===== src/rtl/sp_pkg.sv =====
package sp_pkg;

  typedef enum logic {
    FMT_PLAIN = 1'b0,
    FMT_XA    = 1'b1
  } fmt_e;

  localparam int IDX_W = 12;

  localparam int PLAIN_SEC_BYTES = 2064;
  localparam int PLAIN_PAY_FIRST = 12;
  localparam int PLAIN_PAY_END   = 2060;
  localparam int PLAIN_SEG_HW    = 1024;

  localparam int XA_SEC_BYTES   = 2352;
  localparam int XA_SUBMODE_POS = 18;
  localparam int XA_PAY_FIRST   = 24;
  localparam int XA_F1_END      = XA_PAY_FIRST + 2048;
  localparam int XA_F2_END      = XA_PAY_FIRST + 2324;
  localparam int XA_SEG_HW      = 2048;

  localparam int SM_FORM2 = 5;
  localparam int SM_VIDEO = 1;
  localparam int SM_AUDIO = 2;

  function automatic logic [IDX_W-1:0] last_idx(fmt_e f);
    return (f == FMT_XA) ? IDX_W'(XA_SEC_BYTES - 1) : IDX_W'(PLAIN_SEC_BYTES - 1);
  endfunction

  function automatic logic [IDX_W-1:0] pay_first(fmt_e f);
    return (f == FMT_XA) ? IDX_W'(XA_PAY_FIRST) : IDX_W'(PLAIN_PAY_FIRST);
  endfunction

  function automatic logic [IDX_W-1:0] pay_end(fmt_e f, logic form2);
    if (f == FMT_PLAIN) return IDX_W'(PLAIN_PAY_END);
    return form2 ? IDX_W'(XA_F2_END) : IDX_W'(XA_F1_END);
  endfunction

  function automatic logic sector_wanted(logic [7:0] sm);
    return !sm[SM_FORM2] || sm[SM_VIDEO] || sm[SM_AUDIO];
  endfunction

  function automatic int unsigned seg_hw(fmt_e f);
    return (f == FMT_XA) ? XA_SEG_HW : PLAIN_SEG_HW;
  endfunction

  function automatic logic [15:0] hw_join(logic [7:0] hi, logic [7:0] lo);
    return {hi, lo};
  endfunction

endpackage


===== src/rtl/sp_framer.sv =====
module sp_framer
  import sp_pkg::*;
(
  input  logic       clk,
  input  logic       rst_n,
  input  logic       take,
  input  logic       start,
  input  fmt_e       fmt_in,
  input  logic [7:0] byte_in,
  output logic       pay_v,
  output logic       last_v,
  output logic       keep_v,
  output logic       sec_open,
  output logic       drop_o,
  output fmt_e       fmt_o
);

  logic             active_q;
  logic [IDX_W-1:0] cnt_q;
  fmt_e             fmt_q;
  logic             form2_q;
  logic             drop_q;

  logic             in_sec;
  logic [IDX_W-1:0] idx;
  fmt_e             cur_fmt;
  logic             cur_form2;
  logic             cur_drop;
  logic             at_sub;

  always_comb begin
    in_sec    = take && (start || active_q);
    idx       = start ? '0 : cnt_q;
    cur_fmt   = start ? fmt_in : fmt_q;
    cur_form2 = start ? 1'b0 : form2_q;
    cur_drop  = start ? 1'b0 : drop_q;
    at_sub    = (cur_fmt == FMT_XA) && (idx == IDX_W'(XA_SUBMODE_POS));
    pay_v     = in_sec && !cur_drop && (idx >= pay_first(cur_fmt))
                && (idx < pay_end(cur_fmt, cur_form2));
    last_v    = in_sec && (idx == last_idx(cur_fmt));
    keep_v    = last_v && !cur_drop;
    sec_open  = take && start;
  end

  assign drop_o = drop_q;
  assign fmt_o  = cur_fmt;

  always_ff @(posedge clk) begin
    if (!rst_n) begin
      active_q <= 1'b0;
      cnt_q    <= '0;
      fmt_q    <= FMT_PLAIN;
      form2_q  <= 1'b0;
      drop_q   <= 1'b0;
    end else if (in_sec) begin
      cnt_q    <= idx + 1'b1;
      fmt_q    <= cur_fmt;
      active_q <= !last_v;
      if (at_sub) begin
        form2_q <= byte_in[SM_FORM2];
        drop_q  <= !sector_wanted(byte_in);
      end else begin
        form2_q <= cur_form2;
        drop_q  <= cur_drop;
      end
    end
  end

endmodule


===== src/rtl/sp_pack.sv =====
module sp_pack
  import sp_pkg::*;
#(
  parameter int AW = 14
) (
  input  logic          clk,
  input  logic          rst_n,
  input  logic          restart,
  input  logic          pay_v,
  input  logic          flush,
  input  logic [7:0]    byte_in,
  input  logic [AW-1:0] base,
  output logic          wr_en,
  output logic [AW-1:0] wr_addr,
  output logic [15:0]   wr_data
);

  logic          pend_q;
  logic [7:0]    hold_q;
  logic [AW-1:0] off_q;

  logic          pend_eff;
  logic [AW-1:0] off_eff;
  logic          emit;
  logic [15:0]   word;
  logic          nxt_pend;
  logic [7:0]    nxt_hold;
  logic [AW-1:0] nxt_off;

  always_comb begin
    pend_eff = restart ? 1'b0 : pend_q;
    off_eff  = restart ? '0 : off_q;
    emit     = 1'b0;
    word     = '0;
    nxt_pend = pend_eff;
    nxt_hold = hold_q;
    if (pay_v) begin
      if (pend_eff) begin
        emit     = 1'b1;
        word     = hw_join(hold_q, byte_in);
        nxt_pend = 1'b0;
      end else if (flush) begin
        emit = 1'b1;
        word = hw_join(byte_in, 8'h00);
      end else begin
        nxt_pend = 1'b1;
        nxt_hold = byte_in;
      end
    end else if (flush && pend_eff) begin
      emit     = 1'b1;
      word     = hw_join(hold_q, 8'h00);
      nxt_pend = 1'b0;
    end
    nxt_off = emit ? off_eff + 1'b1 : off_eff;
  end

  always_ff @(posedge clk) begin
    if (!rst_n) begin
      pend_q  <= 1'b0;
      hold_q  <= '0;
      off_q   <= '0;
      wr_en   <= 1'b0;
      wr_addr <= '0;
      wr_data <= '0;
    end else begin
      pend_q  <= nxt_pend;
      hold_q  <= nxt_hold;
      off_q   <= nxt_off;
      wr_en   <= emit;
      wr_addr <= base + off_eff;
      wr_data <= word;
    end
  end

endmodule


===== src/rtl/sp_segctl.sv =====
module sp_segctl
  import sp_pkg::*;
#(
  parameter int BUF_HW = 16384,
  parameter int AW     = $clog2(BUF_HW),
  parameter int UW     = $clog2(BUF_HW / PLAIN_SEG_HW + 1)
) (
  input  logic          clk,
  input  logic          rst_n,
  input  fmt_e          fmt_now,
  input  logic          commit,
  input  fmt_e          commit_fmt,
  input  logic          release_seg,
  output logic          ready,
  output logic [AW-1:0] base_q,
  output logic [UW-1:0] used_q,
  output logic          commit_valid,
  output logic [AW-1:0] commit_base
);

  function automatic logic [UW-1:0] seg_count(fmt_e f);
    return UW'(BUF_HW / seg_hw(f));
  endfunction

  logic do_rel;

  assign ready  = used_q < seg_count(fmt_now);
  assign do_rel = release_seg && (used_q != '0);

  always_ff @(posedge clk) begin
    if (!rst_n) begin
      base_q       <= '0;
      used_q       <= '0;
      commit_valid <= 1'b0;
      commit_base  <= '0;
    end else begin
      commit_valid <= commit;
      if (commit) begin
        commit_base <= base_q;
        base_q      <= base_q + AW'(seg_hw(commit_fmt));
      end
      case ({commit, do_rel})
        2'b10:   used_q <= used_q + 1'b1;
        2'b01:   used_q <= used_q - 1'b1;
        default: used_q <= used_q;
      endcase
    end
  end

endmodule


===== src/rtl/sector_preproc.sv =====
module sector_preproc
  import sp_pkg::*;
#(
  parameter int BUF_HW = 16384,
  localparam int AW    = $clog2(BUF_HW),
  localparam int UW    = $clog2(BUF_HW / PLAIN_SEG_HW + 1)
) (
  input  logic          clk,
  input  logic          rst_n,
  input  logic          in_mode,
  input  logic          in_valid,
  input  logic          in_start,
  input  logic [7:0]    in_data,
  output logic          in_ready,
  input  logic          rd_release,
  output logic          wr_en,
  output logic [AW-1:0] wr_addr,
  output logic [15:0]   wr_data,
  output logic          commit_valid,
  output logic [AW-1:0] commit_base
);

  fmt_e          mode_fmt;
  logic          byte_take;
  logic          pay_v;
  logic          last_v;
  logic          keep_v;
  logic          sec_open;
  logic          sec_drop;
  fmt_e          sec_fmt;
  logic [AW-1:0] seg_base;
  logic [UW-1:0] used_cnt;

  assign mode_fmt  = fmt_e'(in_mode);
  assign byte_take = in_valid && in_ready;

  sp_framer u_framer (
    .clk      (clk),
    .rst_n    (rst_n),
    .take     (byte_take),
    .start    (in_start),
    .fmt_in   (mode_fmt),
    .byte_in  (in_data),
    .pay_v    (pay_v),
    .last_v   (last_v),
    .keep_v   (keep_v),
    .sec_open (sec_open),
    .drop_o   (sec_drop),
    .fmt_o    (sec_fmt)
  );

  sp_pack #(.AW(AW)) u_pack (
    .clk     (clk),
    .rst_n   (rst_n),
    .restart (sec_open),
    .pay_v   (pay_v),
    .flush   (last_v),
    .byte_in (in_data),
    .base    (seg_base),
    .wr_en   (wr_en),
    .wr_addr (wr_addr),
    .wr_data (wr_data)
  );

  sp_segctl #(.BUF_HW(BUF_HW), .AW(AW), .UW(UW)) u_seg (
    .clk          (clk),
    .rst_n        (rst_n),
    .fmt_now      (mode_fmt),
    .commit       (keep_v),
    .commit_fmt   (sec_fmt),
    .release_seg  (rd_release),
    .ready        (in_ready),
    .base_q       (seg_base),
    .used_q       (used_cnt),
    .commit_valid (commit_valid),
    .commit_base  (commit_base)
  );

endmodule


===== config.mk =====
export PLATFORM = sky130hd
export DESIGN_NAME = sector_preproc
export DESIGN_NICKNAME = d
export VERILOG_FILES = /design/src/rtl/sp_pkg.sv /design/src/rtl/sp_framer.sv /design/src/rtl/sp_pack.sv /design/src/rtl/sp_segctl.sv /design/src/rtl/sector_preproc.sv
export SDC_FILE = /design/constraint.sdc
export NUM_CORES = 1
export LEC_CHECK = 0
export ABC_AREA = 1
export BUFFER_PORTS_ARGS = -buffer_cell sky130_fd_sc_hd__buf_4
export CORE_MARGIN = 1
export CORE_UTILIZATION = 63
export CTS_CLUSTER_DIAMETER = 200
export DETAILED_ROUTE_END_ITERATION = 10
export HOLD_SLACK_MARGIN = 0.1
export MAX_ROUTING_LAYER = met4
export PLACE_DENSITY_LB_ADDON = 0.05
export RECOVER_POWER = 50
export SLEW_MARGIN = 15
export SYNTH_ARGS = -nofsm -noshare
export SYNTH_HDL_FRONTEND = slang
export SYNTH_HIERARCHICAL = 1
export SYNTH_SLANG_ARGS = --single-unit

===== constraint.sdc =====
create_clock -name clk -period 5.1 [get_ports clk]
set_input_delay 0.51 -clock clk [delete_from_list [all_inputs] [get_ports clk]]
set_output_delay 0.51 -clock clk [all_outputs]
set_load 0.005 [all_outputs]

Word-level counts from Yosys, hierarchy flattened. Index checks and enable logic that the tools add are counted.

Register bits: 104. Bits in latches: 0. RAM bits: 0. Memory bits (read-only): 0. Input bits: 14. Output and inout bits: 47. Word-level logic and storage cells: 80. Memories kept: 0.

$add $sub $neg: 6. Multiply operators: 0. Div/mod/pow operators: 1. Magnitude comparators: 3. Eq/ne operators: 4. Shift-type cells: 0. Mux-type cells: 28. Bitwise gates (word level): 2. Reduce and logical (&&, ||, !) cells: 21.

Operator list (number): two-way mux 16 bit (4); two-way mux 12 bit (4); divider 15 x 32 -> 32 bit, first input constant (1); adder 14 bit (2); two-way mux 14 bit (2); two-way mux 9 bit (2); adder 14 x 1 -> 14 bit, second input constant (1); two-way mux 1 bit (14); adder 12 x 1 -> 12 bit, second input constant (1); == test 12 bit (1); == test 12 x 5 -> 1 bit, second input constant (1); greater-or-equal comparator 12 bit (1); less-than comparator 12 bit (1); logical AND 1 bit (11); case mux 5 bit (2 select lines) (1); adder 5 x 1 -> 5 bit, second input constant (1); less-than comparator 5 bit (1); two-way mux 5 bit (1); nonzero test 5 bit (1); subtractor 5 x 1 -> 5 bit, second input constant (1); zero test 1 bit (4); logical OR 1 bit (3); AND reduction 3 bit (1); == test 2 x 1 -> 1 bit, second input constant (1); other kinds (3) (4).

Longest topological paths before layout.
Word-level depth: 10. Mapped depth: 25. Mapped depth without buffers: 25.

Modules after synthesis. The synthesis kept the hierarchy.

By module, submodules not included: sp_pack (times used 1, cells an instance 433, area an instance 2895.3 um^2, seq. area each 1081.0 um^2); sp_framer (times used 1, cells an instance 200, area an instance 1267.5 um^2, seq. area each 320.3 um^2); sp_segctl (times used 1, cells an instance 129, area an instance 944.7 um^2, seq. area each 280.3 um^2); sector_preproc (times used 1, cells an instance 2, area an instance 7.5 um^2, seq. area each 0.0 um^2).

Worst setup path after synthesis. OpenSTA, ideal clock, no wires.

Path kind: input to register. Start: in in_mode. End: reg u_seg.used_q[4]. Setup time: 0.117 ns. Arrival: 3.078 ns. Data required time: 4.983 ns. Path slack: 1.905 ns. Cell stages on the path: 25. Path buffers: 0. Path through: inv_1 -> ha_1 -> o21a_1 -> nor2_1 -> nand2_1 -> inv_1 -> nand2_1 -> nand2_4 -> nand3_1 -> nor2_1 -> nand3_1 -> a21oi_1 -> inv_2 -> ha_1 -> nand2_1 -> inv_2 -> nor2_2 -> ha_1 -> clkinv_1 -> nand2_1 -> nand3_1 -> nand3_1 -> nand2_1 -> nor2_1 -> nor2_1.

Word-level cells in the longest chain between the ends: 9. Elaborated cells on any way between the ends: 14. Those cells by class: div: 1; order compare: 1; eq/ne: 3; mux: 4; reduce/logical: 5.

RTL lines: start: declaration (RTL line sector_preproc.sv:10) `input logic in_mode,`; two-way mux 12 bit (*) (RTL line sp_pkg.sv:44) `return (f == FMT_XA) ? XA_SEG_HW : PLAIN_SEG_HW;`; divider 15 x 32 -> 32 bit (*) (RTL line sp_segctl.sv:22) `return UW'(BUF_HW / seg_hw(f));`; less-than comparator 5 bit (*) (RTL line sp_segctl.sv:27) `assign ready = used_q < seg_count(fmt_now);`; net in_ready (RTL line sector_preproc.sv:14) `output logic in_ready,`; logical AND 1 bit (*) (RTL line sector_preproc.sv:35) `assign byte_take = in_valid && in_ready;`; net byte_take (RTL line sector_preproc.sv:24) `logic byte_take;`; logical AND 1 bit (*) (RTL line sp_framer.sv:32) `in_sec = take && (start || active_q);`; logical AND 1 bit (*) (RTL line sp_framer.sv:40) `last_v = in_sec && (idx == last_idx(cur_fmt));`; logical AND 1 bit (*) (RTL line sp_framer.sv:41) `keep_v = last_v && !cur_drop;`; net keep_v (RTL line sector_preproc.sv:27) `logic keep_v;`; == test 2 x 1 -> 1 bit or == test 2 bit (tied branches) (RTL line sp_segctl.sv:42) `case ({commit, do_rel})`; case mux 5 bit (2 select lines) or nonzero test 2 bit (tied branches); end signal: assignment (RTL line sp_segctl.sv:43) `2'b10: used_q <= used_q + 1'b1;`; end signal: assignment (RTL line sp_segctl.sv:44) `2'b01: used_q <= used_q - 1'b1;`; end signal: assignment (RTL line sp_segctl.sv:45) `default: used_q <= used_q;`; end: declaration (RTL line sp_segctl.sv:16) `output logic [UW-1:0] used_q,`.

Mark *: on every way through the listed nets, which the timed path passes. The rest lies on a longest branch. A chain may end at the register's enable or synchronous reset.

Worst setup path after layout.
Start: reg u_seg.used_q[3]. End: reg u_seg.used_q[4].

Word-level cells in the longest chain between the ends: 7. Elaborated cells on any way between the ends: 13. Those cells by class: add/sub: 2; order compare: 1; eq/ne: 2; mux: 1; reduce/logical: 7.

RTL lines (RTL line): less-than comparator 5 bit (*) (sp_segctl.sv:27); logical AND 1 bit (*) (sector_preproc.sv:35); net byte_take (sector_preproc.sv:24); logical AND 1 bit (*) (sp_framer.sv:32); logical AND 1 bit (*) (sp_framer.sv:40); logical AND 1 bit (*) (sp_framer.sv:41); net keep_v (sector_preproc.sv:27); == test 2 x 1 -> 1 bit or == test 2 bit (tied branches) (sp_segctl.sv:42); case mux 5 bit (2 select lines) or nonzero test 2 bit (tied branches).

Marked as above.

==> results.md <==
* Result of the run: finished, final reports clean
* Final number of hold-violating endpoints at 0
* Clock tree from TritonCTS: built
* Clock buffers created by TritonCTS at 9
* Global-route wire length before repair at 19.25 mm
* Global-route congestion overflow total at 0
* Biggest fanout along the worst timing path at 15
* Sequential share of the synthesized area at 0.3288
* Number of nets with antenna violations after routing at 0
* Setup slack at placement at 1.294 ns
* Max Clk Rate at approximately 260 MHz
* Die area at around 8500 µm²
* Leakage at 2.818 nW
* TritonCTS Sinks at 84
* Final design utilization at 0.7176
* Crit end category: flop
* Most used cells in the layout excluding fill and tap cells: nand2_1 (163), inv_1 (112), nor2_1 (91)
* Die height at a little over 90 µm
* Cts hold-fix bufs at 0
* Startpoint of the most critical hold path: in_data[7]
* Startpoint types: flop
* Gates resized, CTS repair at 0
* Fraction of layout cells with a size suffix above 1 at 0.1567
* Cell type with the highest aggregate area in the netlist: dfxtp_1
* Count of inserted antenna diode cells at 0
* Required time reported for the critical path endpoint at around 5.4 ns
* Setup TNS Final at 0 ns
* Cell count after placement at about 900
* Initial cell density of the core at 0.6551
* Critical path startpoint: u_seg/used_q[3]$_SDFFE_PN0P_
* Post-synthesis async set-or-reset flop share at 0
* H-tree depth at 3
* Top delay family on crit path: simple AND/OR/NAND/NOR gates
* Standard-cell rows at 32
* Clock Skew at a little over 0.01 ns
* Remaining max-slew budget at the tightest pin at 0.3809
* Width of the die at 92.11 µm
* Last weighted congestion value of the routability-driven placer at about 0.92
* Shortest period the worst path allows at 3.877 ns
* Crit Path Class: reg -> reg
* Core Footprint at just under 8000 µm²
* Overall via count from detail_route at 4830
* Commonest non-fill, non-tap cell in the layout: nand2_1
* P&R area growth vs syn at 9.540%
* Initial drt markers at 234
* Final worst-path setup slack at about 1.2 ns
* Number of maximum-capacitance violations at 0
* Number of standard cells after synthesis at between 700 and 800
* Buffers on Ports at 50
* Placed Area at 5444 µm²
* Worst reg2reg path startpoint: u_seg/used_q[3]$_SDFFE_PN0P_
* Syn avg cell area at 6.695 µm²
* Leading register cell type out of synthesis: dfxtp_1
* Total of warnings raised by yosys at 6
* Per-cell routed wire length at 12.31 µm
* Count of final setup violators at 0
* CP Buf/Inv Count at 5
* DPL Wire Length at about 8.4 mm
* Cell type with the highest occurrence count on the critical path: nand2_1
* Area share of the largest cell type after synthesis at 0.3288
* Final instance count without filler cells at 919
* Largest net degree at the start of global routing at 60
* Peak supply drop at 282.0 µV
* Type of the worst min-delay path: in -> reg
* Antenna violations before repair at 0
* Sequential Area at between 1500 and 2000 µm²
* Power per cell area at 280.4 nW/µm²
* Post-CTS Repair Setup Buffers at 0
* Number of DRC violations after detailed routing at 0
* # nets final at about 850
* Number of fill cells at 661
* Final critical-path share of the clock period at 0.7602
* Footprint of the multi-input gates at between 2000 and 3000 µm²
* Transition time at the pin with the least slew margin at 0.9252 ns
* CP peak stage delay at 0.39 ns
* First-pass detailed-route iteration total at 5
* CTS clk-pin slew, worst paths at roughly 0.1 ns
* Data arrival time of the worst path at 4.14 ns
* I/O pin total at 61
* Via-per-instance ratio at 5.256
* Critical Path Slowest Stage Cell: dfxtp_1
* Number of enable-type register cells in the synthesized netlist at 0
* CTS root buffer: clkbuf_8
* Number of synthesized register bits at 84
* Worst reg2reg setup slack at around 1.2 ns
* Deepest clock path buffer count at 2
* Total length of routed wires at 11.31 mm
* Top post-synthesis cells by area: dfxtp_1 (33%), nand2_1 (12%), inv_1 (8.1%)
* Setup repair after global routing missed its margin: false
* Insertion delay of the later-clocked pin in the worst-skew pair at 0.37 ns
* Total non-filler cell area in the finished layout at between 5000 and 6000 µm²
* Distinct cell type count of the synthesized netlist at 42
* Count of pins over their slew limit at 0
* Via count of the first global-routing pass at approximately 4.6k
* Synthesized cell area at 5115 µm²
* GR Util All Layers at 0.2893
sequential cells by signal, summed over array words and instances, names as in the netlist:
name,count
u_seg/commit_base,4
u_framer/form2_q,1
u_framer/fmt_q,1
u_pack/wr_addr,14
u_framer/active_q,1
u_seg/used_q,5
u_pack/pend_q,1
u_pack/off_q,14
u_seg/commit_valid,1
u_framer/cnt_q,12
u_framer/drop_o,1
u_pack/wr_en,1
u_seg/base_q,4
u_pack/hold_q,8
u_pack/wr_data,16
cell families after synthesis:
| kind of cell | count (synthesis) | synth area share |
|---|---|---|
| buffers and inverters | 161 | 0.1448 |
| DFF | 84 | 0.3288 |
| AOI/OAI and AO/OA | 125 | 0.1309 |
| adders and majority gates | 22 | 0.05528 |
| other | 1 | 0.0007332 |
| and+or+nand+nor | 365 | 0.3293 |
| xor gates and xnor gates | 6 | 0.01027 |
stage by stage:
stage	total power, mW	hold WS, ns
2_1_floorplan	1.046	0.4405
3_3_place_gp	1.099	0.4525
3_5_place_dp	1.125	0.4581
4_1_cts	1.586	0.3686
5_1_grt	1.658	0.3910
6_report	1.571	0.3807
synthesized netlist by cell type (2+ instances only):
cell type / instances
inv_1: 110
buf_6: 3
nand3_2: 4
and2_1: 2
dfxtp_1: 84
nand2_4: 10
o21bai_1: 2
a21oi_1: 64
nor2_4: 5
nand3_1: 48
xor2_1: 5
nand4_1: 9
o21a_1: 2
nor3_1: 4
clkbuf_1: 5
a211oi_1: 2
nand2_1: 161
buf_4: 20
nor2_2: 8
a31oi_1: 2
buf_2: 3
o21ai_0: 36
o21ai_1: 12
inv_2: 16
ha_1: 21
nand2_2: 22
nor2_1: 89
worst register-to-register path, cell delays in order (launching register included):
cell,delay [ns]
dfxtp_1,0.39
ha_1,0.25
o21a_1,0.17
nor2_1,0.15
nand2_1,0.07
inv_1,0.08
nand2_1,0.16
nand2_1,0.39
nand3_1,0.13
nor2_1,0.11
nand3_1,0.12
a21oi_1,0.16
buf_4,0.20
inv_1,0.13
ha_1,0.28
nand2_1,0.10
inv_2,0.05
nor2_2,0.13
ha_1,0.20
clkinv_1,0.06
nand2_1,0.10
nand3_1,0.10
nand3_1,0.09
nand2_1,0.05
nor2_1,0.08
nor2_1,0.04
layout make-up:
type	instances	share of cell area
Timing Repair Buffer	51	0.06766
Inverter	128	0.08709
Sequential cell	84	0.3001
Clock inverter	7	0.01228
Tap cell	102	0.02278
Clock buffer	9	0.02211
Multi-Input combinational cell	538	0.4879
path summary, 6_finish.rpt:
kind / cells after the start / end
hold / removal: 3 / u_pack/wr_data[7]$_SDFF_PN0_
setup / recovery: 25 / u_seg/used_q[4]$_SDFFE_PN0P_
setup reg to reg: 25 / u_seg/used_q[4]$_SDFFE_PN0P_
hold reg to reg: 2 / u_seg/commit_base[12]$_SDFFE_PN0P_
per-layer routing:
layer | vias to the layer above | wire length, µm | global-route usage | share of wire
li1 | 2456 | - | - | -
met1 | 2227 | 4766 | 0.3059 | 0.42
met2 | 123 | 5843 | 0.5286 | 0.52
met3 | 24 | 434 | 0.03648 | 0.038
met4 | 0 | 267 | 0.1432 | 0.024
met5 | - | 0 | - | 0
report_power, final:
group	switching, mW	internal (mW)	total, mW
combinational	0.248	0.134	0.382
clock	0.276	0.188	0.464
sequential	0.0335	0.692	0.725
Note: power is estimated with default switching activity, not from simulation.
